$ cat config.mk
export PLATFORM = sky130hd
export DESIGN_NAME = art_retry_ctrl
export DESIGN_NICKNAME = d
export VERILOG_FILES = /design/src/rtl/art_pkg.sv /design/src/rtl/art_sat_counter.sv /design/src/rtl/art_snoop_backoff.sv /design/src/rtl/art_tenure_fsm.sv /design/src/rtl/art_retry_ctrl.sv
export SDC_FILE = /design/constraint.sdc
export NUM_CORES = 1
export LEC_CHECK = 0
export ABC_AREA = 1
export BUFFER_PORTS_ARGS = -buffer_cell sky130_fd_sc_hd__buf_2
export CAP_MARGIN = 40
export CORE_UTILIZATION = 42
export CTS_CLUSTER_DIAMETER = 200
export DETAILED_ROUTE_END_ITERATION = 12
export GPL_TIMING_DRIVEN = 0
export MAX_ROUTING_LAYER = met4
export PLACE_DENSITY = 0.86
export RECOVER_POWER = 25
export SYNTH_ARGS = -nofsm -noshare
export SYNTH_HDL_FRONTEND = slang
export SYNTH_SLANG_ARGS = --single-unit
$ cat constraint.sdc
create_clock -name clk -period 1.17 [get_ports clk]
set_input_delay 0.234 -clock clk [delete_from_list [all_inputs] [get_ports clk]]
set_output_delay 0.234 -clock clk [all_outputs]
set_load 0.05 [all_outputs]
$ cat src/rtl/art_pkg.sv
package art_pkg;

    typedef enum logic [2:0] {
        ST_IDLE = 3'd0,
        ST_REQ  = 3'd1,
        ST_TS   = 3'd2,
        ST_ADDR = 3'd3,
        ST_SAMP = 3'd4,
        ST_BACK = 3'd5
    } art_state_e;

endpackage

$ cat src/rtl/art_sat_counter.sv
module art_sat_counter #(
    parameter int W = 4
) (
    input  logic         clk,
    input  logic         rst_n,
    input  logic         inc,
    output logic [W-1:0] cnt
);
    localparam logic [W-1:0] CMAX = {W{1'b1}};

    logic [W-1:0] cnt_d, cnt_q;

    always_comb begin
        cnt_d = cnt_q;
        if (inc && (cnt_q != CMAX)) begin
            cnt_d = cnt_q + 1'b1;
        end
    end

    always_ff @(posedge clk) begin
        if (!rst_n) begin
            cnt_q <= '0;
        end else begin
            cnt_q <= cnt_d;
        end
    end

    assign cnt = cnt_q;

    AST_CNT_SATURATE: assert property (@(posedge clk) disable iff (!rst_n)
        (cnt_q == CMAX) |=> (cnt_q == CMAX));
    AST_CNT_STEP: assert property (@(posedge clk) disable iff (!rst_n)
        (inc && (cnt_q != CMAX)) |=> (cnt_q == $past(cnt_q) + 1'b1));
    AST_CNT_HOLD: assert property (@(posedge clk) disable iff (!rst_n)
        (!inc) |=> $stable(cnt_q));

endmodule

$ cat src/rtl/art_snoop_backoff.sv
module art_snoop_backoff (
    input  logic clk,
    input  logic rst_n,
    input  logic artry_in,
    input  logic not_master,
    output logic withdraw
);
    typedef struct packed {
        logic prev;
        logic wd;
    } bk_s;

    bk_s bk_d, bk_q;

    always_comb begin
        bk_d      = bk_q;
        bk_d.prev = artry_in;
        bk_d.wd   = artry_in && !bk_q.prev && not_master;
    end

    always_ff @(posedge clk) begin
        if (!rst_n) begin
            bk_q <= '0;
        end else begin
            bk_q <= bk_d;
        end
    end

    assign withdraw = bk_q.wd;

    AST_WD_SINGLE: assert property (@(posedge clk) disable iff (!rst_n)
        withdraw |=> !withdraw);
    AST_WD_CAUSE: assert property (@(posedge clk) disable iff (!rst_n)
        withdraw |-> ($past(artry_in) && $past(not_master)));

endmodule

$ cat src/rtl/art_tenure_fsm.sv
module art_tenure_fsm
    import art_pkg::*;
#(
    parameter int AW = 32
) (
    input  logic          clk,
    input  logic          rst_n,
    input  logic          req_valid,
    input  logic [AW-1:0] req_addr,
    input  logic          grant,
    input  logic          bus_busy,
    input  logic          aack,
    input  logic          artry_in,
    input  logic          data_started,
    input  logic          withdraw,
    output logic          req_ready,
    output logic          bus_req,
    output logic          ts,
    output logic          addr_oe,
    output logic [AW-1:0] addr_out,
    output logic          done,
    output logic          retried,
    output logic          abort,
    output logic          not_master
);
    typedef struct packed {
        art_state_e    st;
        logic [AW-1:0] addr;
    } fsm_s;

    fsm_s fsm_d, fsm_q;

    always_comb begin
        fsm_d = fsm_q;
        unique case (fsm_q.st)
            ST_IDLE: begin
                if (req_valid) begin
                    fsm_d.addr = req_addr;
                    fsm_d.st   = ST_REQ;
                end
            end
            ST_REQ: begin
                if (grant && !bus_busy && !withdraw) begin
                    fsm_d.st = ST_TS;
                end
            end
            ST_TS: begin
                fsm_d.st = aack ? ST_SAMP : ST_ADDR;
            end
            ST_ADDR: begin
                if (aack) begin
                    fsm_d.st = ST_SAMP;
                end
            end
            ST_SAMP: begin
                fsm_d.st = artry_in ? ST_BACK : ST_IDLE;
            end
            ST_BACK: begin
                fsm_d.st = ST_REQ;
            end
            default: begin
                fsm_d.st = ST_IDLE;
            end
        endcase
    end

    always_ff @(posedge clk) begin
        if (!rst_n) begin
            fsm_q <= '{st: ST_IDLE, addr: '0};
        end else begin
            fsm_q <= fsm_d;
        end
    end

    assign req_ready  = (fsm_q.st == ST_IDLE);
    assign bus_req    = (fsm_q.st == ST_REQ) && !withdraw;
    assign ts         = (fsm_q.st == ST_TS);
    assign addr_oe    = (fsm_q.st == ST_TS) || (fsm_q.st == ST_ADDR);
    assign addr_out   = fsm_q.addr;
    assign done       = (fsm_q.st == ST_SAMP) && !artry_in;
    assign retried    = (fsm_q.st == ST_SAMP) && artry_in;
    assign abort      = (fsm_q.st == ST_SAMP) && artry_in && data_started;
    assign not_master = (fsm_q.st == ST_IDLE) || (fsm_q.st == ST_REQ);

    AST_TS_PULSE: assert property (@(posedge clk) disable iff (!rst_n)
        ts |=> !ts);
    AST_TS_NO_REQ: assert property (@(posedge clk) disable iff (!rst_n)
        ts |-> !bus_req);
    AST_OE_HOLD: assert property (@(posedge clk) disable iff (!rst_n)
        (addr_oe && !aack) |=> addr_oe);
    AST_OE_RELEASE: assert property (@(posedge clk) disable iff (!rst_n)
        (addr_oe && aack) |=> !addr_oe);
    AST_OUTCOME_EXCL: assert property (@(posedge clk) disable iff (!rst_n)
        !(done && retried));
    AST_ABORT_WITH_RETRY: assert property (@(posedge clk) disable iff (!rst_n)
        abort |-> retried);
    AST_OUTCOME_PULSE: assert property (@(posedge clk) disable iff (!rst_n)
        (done || retried) |=> !(done || retried));

endmodule

$ cat src/rtl/art_retry_ctrl.sv
module art_retry_ctrl #(
    parameter int AW    = 32,
    parameter int CNT_W = 4
) (
    input  logic             clk,
    input  logic             rst_n,
    input  logic             req_valid,
    input  logic [AW-1:0]    req_addr,
    output logic             req_ready,
    input  logic             grant,
    input  logic             bus_busy,
    input  logic             aack,
    input  logic             artry_in,
    input  logic             data_started,
    output logic             bus_req,
    output logic             ts,
    output logic             addr_oe,
    output logic [AW-1:0]    addr_out,
    output logic             abort,
    output logic             done,
    output logic             retried,
    output logic [CNT_W-1:0] retry_cnt
);
    logic withdraw;
    logic not_master;

    art_tenure_fsm #(.AW(AW)) u_fsm (
        .clk          (clk),
        .rst_n        (rst_n),
        .req_valid    (req_valid),
        .req_addr     (req_addr),
        .grant        (grant),
        .bus_busy     (bus_busy),
        .aack         (aack),
        .artry_in     (artry_in),
        .data_started (data_started),
        .withdraw     (withdraw),
        .req_ready    (req_ready),
        .bus_req      (bus_req),
        .ts           (ts),
        .addr_oe      (addr_oe),
        .addr_out     (addr_out),
        .done         (done),
        .retried      (retried),
        .abort        (abort),
        .not_master   (not_master)
    );

    art_snoop_backoff u_backoff (
        .clk        (clk),
        .rst_n      (rst_n),
        .artry_in   (artry_in),
        .not_master (not_master),
        .withdraw   (withdraw)
    );

    art_sat_counter #(.W(CNT_W)) u_cnt (
        .clk   (clk),
        .rst_n (rst_n),
        .inc   (retried),
        .cnt   (retry_cnt)
    );

    AST_REQ_DROP_ON_RETRY: assert property (@(posedge clk) disable iff (!rst_n)
        retried |-> !bus_req);
    AST_REQ_GAP_AFTER_RETRY: assert property (@(posedge clk) disable iff (!rst_n)
        retried |=> !bus_req);
    AST_WD_BLOCKS_REQ: assert property (@(posedge clk) disable iff (!rst_n)
        withdraw |-> !bus_req);

endmodule

==> reports/metrics.yaml, run 1 <==
logic_synthesis:
  synthCells: 250
  ys_ff_latch: 41
  avgSynthCellArea_um2: 7.502
  syn_area_um2: 1876
  syn_nets: 291
  yosysSeqAreaShare_pct: 43.76
  ys_types: 23
  synth-warning-count: 0
pwr:
  switchingPower_mw: 1.567
  power.total_mw: 4.418
  p_sw_share_pct: 35.47
  comb_power_share_pct: 38.6
  peakVddDrop_v: 0.0009270
  p_int_mw: 2.851
  p_per_area_nw_per_um2: 1501
  p_leak_nw: 1.447
  seqPwrFrac_pct: 37.2
  clkPwrFrac_pct: 24.2
floorplan:
  rows: 23
  core-area_um2: 4144
  start_util_pct: 45.26
  dieArea_um2: 4737
  die_h_um: 68.83
  dieWidth_um: 68.83
  io_pins: 83
drt:
  drc_errors: 0
  drt-total-wl_um: 4449
  drt_iter0_markers: 111
  vias_per_cell: 4.504
  ant_nets: 0
  drt-pass1-iter-count: 4
  vias: 1797
  post_drt_wl_per_cell_um: 11.15
setup_path:
  worstSetupPathType: "reg -> out"
  critPathCaptureType: "output pin"
  crit_path_start_kind: "flip-flop"
  crit_required_ns: 0.94
  cpMaxStageDelayCell: "dfxtp_4"
  path_cells: "nor2_4 -> nand3_4 -> nor2_4 -> buf_8"
  cpPeakStageDelay_ns: 0.39
  crit_fanout: 5
  cp.arrival_ns: 1.21
  cpMostUsedCell: "nor2_4"
grt:
  grt_util_met1_pct: 21.95
  grt_pass1_vias: 1641
  antenna_found_initial: 0
  grtUsageMet2_pct: 34.44
  grt_max_degree: 13
  grt_pass1_wl_um: 6755
  met3_usage_pct: 5.757
  track_usage_pct: 19.76
  grt.overflow.total: 0
  top_usage_layer: "met2"
cts:
  htreeDepth: 2
  clock_sink_count: 41
  path_clk_slew_ns: 0.08
  cts_buffers: 5
  root_buffer: "clkbuf_8"
  clock_path_buffers: 2
  cts_hold_buf: 0
  insertion_delay_ns: 0.29
  cts_tree: "yes"
outcome:
  violations: "setup timing"
  status: "finished with violations"
sta:
  period_minus_slack_ns: 1.442
  skew_ns: 0.004444
  period_share_pct: 123.3
  worst_pin_slew_ns: 0.4827
  grt_setup_unrepaired: "yes"
  drv_slew: 0
  fmax_mhz: 693.4
  fin_setup_tns_ns: -5.512
  worst_slack_ns: -0.2722
  report.final.setup_viol: 43
  hold_viol: 0
  maxSlewHeadroom_pct: 67.82
worst_hold_path:
  hp-class: "in -> reg"
placed_design:
  hpwl_um: 2885
  place_area_um2: 2421
  dp_slack_ns: -0.1483
  port_buffers: 81
  gp_congestion: 0.7973
cells_and_area:
  layout_common_cells: "nor2_1, buf_4, buf_6"
  drive_gt1_share_pct: 48.71
  final_nets: 389
  final_common_cell: "nor2_1"
  syn2layout_area_growth_pct: 56.90
  design_area_um2: 2943
  n_antenna_cell: 0
flow_run:
  max_cap_viol_count: 0
state kept, by name, summed over array words and instances, names as in the netlist:
register / count
u_fsm.addr_out: 32
u_fsm.fsm_q: 3
u_backoff.bk_q: 1
u_backoff.withdraw: 1
u_cnt.cnt: 4
power by group through the flow:
stage | Sequential (mW) | Clock, mW | Combinational [mW]
6_report | 1.64 | 1.07 | 1.70
2_1_floorplan | 1.66 | 0 | 1.15
3_5_place_dp | 1.67 | 0 | 1.43
5_1_grt | 1.66 | 1.18 | 1.82
3_3_place_gp | 1.67 | 0 | 1.42
4_1_cts | 1.64 | 1.11 | 1.58
worst max-delay path, delay by kind of cell (launching register included):
family | cells | cell delay (ns)
buf+inv | 1 | 0.15
flops | 1 | 0.39
simple gates | 3 | 0.39
cell families (layout without fill, tap and decap cells):
family                   count (synthesis)  in the layout  share of synthesized area [%]
AND/OR/NAND/NOR                        109            109                          24.22
XOR/XNOR                                 1              1                         0.4671
AO/OA/AOI/OAI                           40             40                          10.81
buffers and inverters                   58            157                          20.08
flip-flops                              41             41                          43.76
adder cells (fa/ha/maj)                  1              1                         0.6670
synth_stat cells, drive strengths merged:
cell / number / area (um2)
o21ai: 36 / 180.2
inv: 16 / 60.06
dfxtp: 41 / 820.8
nor3: 2 / 10.01
o21bai: 1 / 7.510
nor2: 84 / 339.1
ha: 1 / 12.51
nor4: 2 / 12.51
a21oi: 3 / 15.01
nand3: 5 / 30.03
nand2: 16 / 62.56
xnor2: 1 / 8.760
clkbuf: 2 / 7.510
buf: 40 / 309.0
per-layer routing:
layer	up-vias	part of all wire [%]
met5	-	0
met4	0	0.40
met3	2	6.1
met2	65	51
met1	781	42
li1	949	-
final timing paths:
path	startpoint	end	slack, ns	cells past startpoint
setup / recovery	u_fsm.fsm_q[33]$_SDFFE_PN0P_	abort	-0.27	4
hold reg to reg	u_backoff.bk_q[1]$_SDFF_PN0_	u_backoff.withdraw$_SDFF_PN0_	0.40	1
setup reg to reg	u_fsm.fsm_q[33]$_SDFFE_PN0P_	u_fsm.addr_out[8]$_SDFFE_PN0P_	-0.13	7
hold / removal	req_addr[4]	u_fsm.addr_out[4]$_SDFFE_PN0P_	0.16	3
stage by stage:
step           util (%)  hold slack [ns]  instances
6_report          71.01           0.1639        399
5_1_grt           71.01           0.1563        399
4_1_cts           65.79           0.1581        394
3_5_place_dp      58.42           0.4176        381
3_3_place_gp      58.42           0.3773        381
2_1_floorplan         -           0.3451        250
cell type report:
type | count | area, um2
Clock buffer | 8 | 111.4
Sequential cell | 41 | 844.6
Fill cell | 340 | 1201
Multi-Input combinational cell | 151 | 787.0
Inverter | 16 | 76.32
Buffer | 42 | 315.3
Timing Repair Buffer | 91 | 745.7
Tap cell | 50 | 62.56
repair_timing:
action                                  4_1_cts  5_1_grt
buffers inserted                              5        6
pin swaps                                     2        9
gates resized for setup                      58       53
endpoints found under the setup margin       77       79
Power figures use the tool's default switching activity.
==> run 2: changes to the inputs <==
--- a/config.mk
+++ b/config.mk
@@ -5,7 +5,6 @@
 export SDC_FILE = /design/constraint.sdc
 export NUM_CORES = 1
 export LEC_CHECK = 0
-export ABC_AREA = 1
 export BUFFER_PORTS_ARGS = -buffer_cell sky130_fd_sc_hd__buf_2
 export CAP_MARGIN = 40
 export CORE_UTILIZATION = 42
@@ -15,6 +14,7 @@
 export MAX_ROUTING_LAYER = met4
 export PLACE_DENSITY = 0.86
 export RECOVER_POWER = 25
+export SKIP_CTS_REPAIR_TIMING = 1
 export SYNTH_ARGS = -nofsm -noshare
 export SYNTH_HDL_FRONTEND = slang
 export SYNTH_SLANG_ARGS = --single-unit
==> run 2 against run 1 <==
The flow still finishes with violations (setup timing). Synthesized cell count fell by 9.2%. Register-to-register slack got worse by 0.27 ns. Core utilization rose by 4.0 points. Critical path depth did not move. Via count rose by 1.8%. Die area fell by 1.0%. Combinational power fell by 16%. First-iteration DRC count fell by 45%. Area after synthesis fell by 1.1%. Fmax fell by 12%. Highest routed layer unchanged.
==> reports/metrics.yaml, run 2 <==
cells_and_area:
  largest_reg_flops: 32
  final_common_cell: "nand2_1"
  fillers: 323
  syn2layout_area_growth_pct: 66.28
  n_antenna_cell: 0
  layout_common_cells: "nand2_1, buf_4, buf_6, buf_2, a21oi_1"
  final_nets: 370
  stdcell_count: 380
  drive_gt1_share_pct: 60.00
cts:
  cts_buffers: 5
  insertion_delay_ns: 0.29
  clock_path_buffers: 2
  cts_tree: "yes"
  path_clk_slew_ns: 0.08
  root_buffer: "clkbuf_8"
  clock_sink_count: 41
  htreeDepth: 2
sta:
  worst_slack_ns: -0.4690
  fin_setup_tns_ns: -14.92
  skew_ns: 0.008788
  hold_viol: 0
  grt_setup_unrepaired: "yes"
  drv_slew: 0
  worst_pin_slew_ns: 0.4732
  period_share_pct: 140.1
  report.final.setup_viol: 45
  fmax_mhz: 610.1
  maxSlewHeadroom_pct: 68.46
  period_minus_slack_ns: 1.639
pwr:
  p_leak_nw: 1.358
  p_per_area_nw_per_um2: 1292
  peakVddDrop_v: 0.0007887
setup_path:
  crit_required_ns: 0.94
  reg2reg_to: "u_fsm.addr_out[2]$_SDFFE_PN0P_"
  r2r_slack_ns: -0.40
  cp.arrival_ns: 1.40
  r2r_cells: 5
  crit_fanout: 4
  crit_path_start_kind: "flip-flop"
  r2r_start: "u_fsm.fsm_q[32]$_SDFFE_PN0P_"
  critPathCaptureType: "output pin"
  worstSetupPathType: "reg -> out"
placed_design:
  port_buffers: 82
  hpwl_um: 2972
  gp_congestion: 0.7667
  place_inst: 359
outcome:
  status: "finished with violations"
  violations: "setup timing"
grt:
  grt_pass1_wl_um: 5878
  antenna_found_initial: 0
  track_usage_pct: 17.67
  grt_pass1_vias: 1399
  grt.overflow.total: 0
  grt_max_degree: 13
worst_hold_path:
  hold_path_startpoint: "req_addr[6]"
  hold_path_end: "u_fsm.addr_out[6]$_SDFFE_PN0P_"
  hold_depth: 3
  hp-class: "in -> reg"
drt:
  drt-total-wl_um: 4873
  post_drt_wl_per_cell_um: 12.82
  vias_per_cell: 4.813
  vias: 1829
  drt_iter0_markers: 61
  drc_errors: 0
  drt-pass1-iter-count: 4
  ant_nets: 0
floorplan:
  start_util_pct: 45.09
  dieArea_um2: 4687
  dieWidth_um: 68.47
  io_pins: 83
  rows: 23
  core-area_um2: 4115
  die_h_um: 68.47
logic_synthesis:
  yosys.cell_count.top_type: "nand2_1"
  yosys.area.top_type_share_pct: 44.23
  async_flop_share_pct: 0
  ys_ff_latch: 41
  synth_ff_type: "dfxtp_1"
  synth_area_leader_cell: "dfxtp_1"
  synth-edff-count: 0
  ys_types: 34
  synth_area_leaders: "dfxtp_1, buf_4, nand2_1, a21oi_1, buf_6"
  synth-warning-count: 0
  syn_area_um2: 1856
  syn_nets: 268
  synthCells: 227
  avgSynthCellArea_um2: 8.174
  synthTopCellsByCount: "nand2_1, dfxtp_1, a21oi_1, buf_4, buf_2"
  yosysSeqAreaShare_pct: 44.23
flow_run:
  max_cap_viol_count: 0
-- run 2: cell types whose count changed after synthesis, moves of 5 or more --
cell / before / now
nand2_1: 15 / 65
nor2_1: 82 / 3
o21ai_0: 24 / 3
a21oi_1: 3 / 38
o21ai_1: 12 / 0
inv_1: 14 / 3
buf_2: 1 / 6
-- run 2: power breakdown --
group | switching (mW) | total, mW | internal, mW
combinational | 0.789 | 1.42 | 0.636
clock | 0.464 | 0.997 | 0.533
sequential | 0.0683 | 1.57 | 1.50
total | 1.32 | 3.99 | 2.67
-- run 2: logic make-up (layout without fill, tap and decap cells) --
| group | Yosys count | after routing | share of synthesized area [%] |
|---|---|---|---|
| adders and majority gates | 1 | 1 | 0.6742 |
| buffers and inverters | 49 | 152 | 18.21 |
| DFF | 41 | 41 | 44.23 |
| and+or+nand+nor | 89 | 89 | 22.86 |
| AOI/OAI and AO/OA | 47 | 47 | 14.03 |
-- run 2: per-stage QoR --
step / util [%] / area (um2) / setup slack (ns) / total power [mW] / hold slack, ns
finish: 74.98 / 3085 / -0.4690 / 3.988 / 0.1803
floorplan: - / 1979 / -0.2366 / 2.447 / 0.3515
global route: 74.98 / 3085 / -0.5153 / 4.176 / 0.1750
detailed placement: 59.59 / 2452 / -0.3286 / 2.692 / 0.3838
global placement: 59.59 / 2452 / -0.3166 / 2.672 / 0.3912
CTS: 62.06 / 2554 / -0.6482 / 3.675 / 0.1768
-- run 2: critical path, stage by stage (launching register included) --
cell and delay [ns]:
dfxtp_4 0.36, buf_6 0.10, or3b_4 0.39, nor2_4 0.11
buf_8 0.15
-- run 2: area by class of cell --
| class | count | area [um2] | area share [%] |
|---|---|---|---|
| Multi-Input combinational cell | 137 | 900.9 | 29.20 |
| Sequential cell | 41 | 850.8 | 27.58 |
| Clock buffer | 7 | 96.34 | 3.122 |
| Inverter | 4 | 22.52 | 0.7299 |
| Buffer | 44 | 345.3 | 11.19 |
| Tap cell | 50 | 62.56 | 2.028 |
| Clock inverter | 1 | 5.005 | 0.1622 |
| Timing Repair Buffer | 96 | 802.0 | 25.99 |
-- run 2: metal layers --
| layer | wire length, um | share of wire [%] | global-route usage [%] | up-vias |
|---|---|---|---|---|
| li1 | - | - | - | 922 |
| met1 | 2032 | 42 | 20.20 | 854 |
| met2 | 2579 | 53 | 28.92 | 49 |
| met3 | 218 | 4.5 | 4.333 | 4 |
| met4 | 42 | 0.86 | 8.073 | 0 |
| met5 | 0 | 0 | - | - |
-- run 2: worst max path at each step --
stage | to | from | depth (start not counted) | slack [ns]
final | bus_req | u_fsm.fsm_q[32]$_SDFFE_PN0P_ | 4 | -0.47
after global routing | bus_req | u_fsm.fsm_q[32]$_SDFFE_PN0P_ | 4 | -0.52
after CTS | bus_req | u_fsm.fsm_q[32]$_SDFFE_PN0P_ | 4 | -0.65
after detailed placement | bus_req | u_fsm.fsm_q[32]$_SDFFE_PN0P_ | 4 | -0.33
after global placement | bus_req | u_fsm.fsm_q[32]$_SDFFE_PN0P_ | 4 | -0.32
after floorplan | bus_req | u_fsm.fsm_q[32]$_SDFFE_PN0P_ | 3 | -0.24
==> run 3: changes to the inputs <==
--- a/config.mk
+++ b/config.mk
@@ -5,8 +5,7 @@
 export SDC_FILE = /design/constraint.sdc
 export NUM_CORES = 1
 export LEC_CHECK = 0
-export BUFFER_PORTS_ARGS = -buffer_cell sky130_fd_sc_hd__buf_2
-export CAP_MARGIN = 40
+export BUFFER_PORTS_ARGS = -buffer_cell sky130_fd_sc_hd__clkbuf_2
 export CORE_UTILIZATION = 42
 export CTS_CLUSTER_DIAMETER = 200
 export DETAILED_ROUTE_END_ITERATION = 12
==> run 3 against run 2 <==
The run still ends with setup timing left. First-iteration DRC count decreased by 16%. Design area is 1.6% higher. Count of clock-buffer cells in the layout rose by 1. Fmax up 1.5%. Via count increased by 0.16%. Flip-flop and latch count unchanged. Sequential share of layout area fell by 0.40 points. Power is 3.3% higher. Register-to-register slack improved by 0.04 ns. Largest power group unchanged. Highest routed layer unchanged.
==> reports/metrics.yaml, run 3 (synthesis gave the netlist of run 2 again) <==
drt:
  post_drt_wl_per_cell_um: 12.84
  vias_per_cell: 4.821
  met3_length_um: 216
  drc_errors: 0
  drt-pass1-iter-count: 4
  dr_wl_met2_um: 2634
  drt_iter0_markers: 51
  vias: 1832
  drt-total-wl_um: 4880
  ant_nets: 0
  highest_layer: "met4"
  drt-met1-wl_um: 1979
grt:
  grt_pass1_wl_um: 5940
  grt.overflow.total: 0
  grt_max_degree: 13
  antenna_found_initial: 0
  grt_pass1_vias: 1373
  track_usage_pct: 17.65
setup_path:
  cpPeakStageDelay_ns: 0.35
  crit_required_ns: 0.94
  critPathCaptureType: "output pin"
  cpMaxStageDelayCell: "dfxtp_4"
  cpLargestDelayFamily: "simple AND/OR/NAND/NOR gates"
  crit_path_start_kind: "flip-flop"
  r2r_slack_ns: -0.36
  path_buf_inv: 2
  r2r_cells: 5
  reg2reg_to: "u_fsm.addr_out[5]$_SDFFE_PN0P_"
  path_cells: "nand4bb_4 -> clkinvlp_4 -> and2_4 -> buf_8"
  worstSetupPathType: "reg -> out"
  r2r_start: "u_fsm.fsm_q[32]$_SDFFE_PN0P_"
  cp.arrival_ns: 1.38
  crit_fanout: 6
cells_and_area:
  drive_gt1_share_pct: 62.73
  final_nets: 370
  regArea_um2: 852.1
  syn2layout_area_growth_pct: 68.98
  fillers: 308
  multi_input_area_um2: 920.9
  stdcell_count: 380
  layout_common_cells: "buf_4, nand2_1, buf_6, clkbuf_2"
  n_antenna_cell: 0
  largest_reg_flops: 32
sta:
  grt_setup_unrepaired: "yes"
  worst_slack_ns: -0.4449
  period_minus_slack_ns: 1.615
  worst_pin_slew_ns: 0.5446
  maxSlewHeadroom_pct: 63.70
  fin_hold_ws_ns: 0.1650
  drv_slew: 0
  period_share_pct: 138.0
  hold_viol: 0
  report.final.setup_viol: 44
  skew_ns: 0.004108
  fmax_mhz: 619.3
pwr:
  comb_power_share_pct: 35.9
  switchingPower_mw: 1.338
  p_leak_nw: 1.386
  p_per_area_nw_per_um2: 1314
  p_sw_share_pct: 32.48
  p_int_mw: 2.781
  seqPwrFrac_pct: 38.1
  peakVddDrop_v: 0.001149
  power.total_mw: 4.119
  clkPwrFrac_pct: 26.0
floorplan:
  core-area_um2: 4115
  dieWidth_um: 68.47
  io_pins: 83
  start_util_pct: 45.09
  dieArea_um2: 4687
  die_h_um: 68.47
  rows: 23
cts:
  root_buffer: "clkbuf_8"
  clock_path_buffers: 2
  htreeDepth: 2
  cts_tree: "yes"
  cts_buffers: 5
  insertion_delay_ns: 0.28
  clock_sink_count: 41
  path_clk_slew_ns: 0.08
placed_design:
  port_buffers: 82
  hpwl_um: 2987
  dp_slack_ns: -0.3508
  place_inst: 359
  gp_congestion: 0.7667
worst_hold_path:
  hold_path_end: "u_fsm.addr_out[31]$_SDFFE_PN0P_"
  hold_depth: 3
  hold_path_startpoint: "req_addr[31]"
  hp-class: "in -> reg"
outcome:
  violations: "setup timing"
  status: "finished with violations"
flow_run:
  max_cap_viol_count: 0
-- run 3: metrics by stage --
stage	util (%)	area, um2	TNS [ns]
after floorplan	-	1979	-6.249
after global placement	59.59	2452	-7.889
after detailed placement	59.59	2452	-8.402
after CTS	62.30	2564	-12.90
after global routing	76.19	3136	-15.51
final	76.19	3136	-14.04
-- run 3: layout make-up --
cell class              count  share of cell area (%)
multi-input cells         137                   29.37
flip-flops and latches     41                   27.17
repair buffers             96                   26.18
plain buffers              44                   11.01
clock buffers               8                   3.551
well taps                  50                   1.995
inverters                   4                  0.7183
-- run 3: power by group through the flow --
stage	Clock (mW)	Combinational [mW]	Sequential, mW
6_report	1.07	1.48	1.57
2_1_floorplan	0	0.872	1.58
3_3_place_gp	0	1.09	1.58
3_5_place_dp	0	1.10	1.59
5_1_grt	1.17	1.57	1.58
4_1_cts	1.11	1.11	1.55
-- run 3: worst reg2reg max path, delay by kind of cell (launching register included) --
kind	cells	cell delay (ns)
buffers and inverters	2	0.35
AO/OA/AOI/OAI	1	0.05
AND/OR/NAND/NOR	2	0.64
flip-flops	1	0.35
-- run 3: routing by layer --
metal,vias to the layer above,GRT usage (%)
met1,846,21.46
li1,928,-
met3,4,4.167
met2,54,27.94
met4,0,7.031
met5,-,-
-- run 3: worst max path at each step --
| stage | start | end | slack [ns] | cells after the start |
|---|---|---|---|---|
| 2_1_floorplan | u_fsm.fsm_q[32]$_SDFFE_PN0P_ | bus_req | -0.24 | 3 |
| 3_3_place_gp | u_fsm.fsm_q[32]$_SDFFE_PN0P_ | bus_req | -0.33 | 4 |
| 3_5_place_dp | u_fsm.fsm_q[32]$_SDFFE_PN0P_ | bus_req | -0.35 | 4 |
| 4_1_cts | u_fsm.fsm_q[32]$_SDFFE_PN0P_ | bus_req | -0.66 | 4 |
| 5_1_grt | u_fsm.fsm_q[32]$_SDFFE_PN0P_ | abort | -0.49 | 4 |
| 6_report | u_fsm.fsm_q[32]$_SDFFE_PN0P_ | abort | -0.44 | 4 |
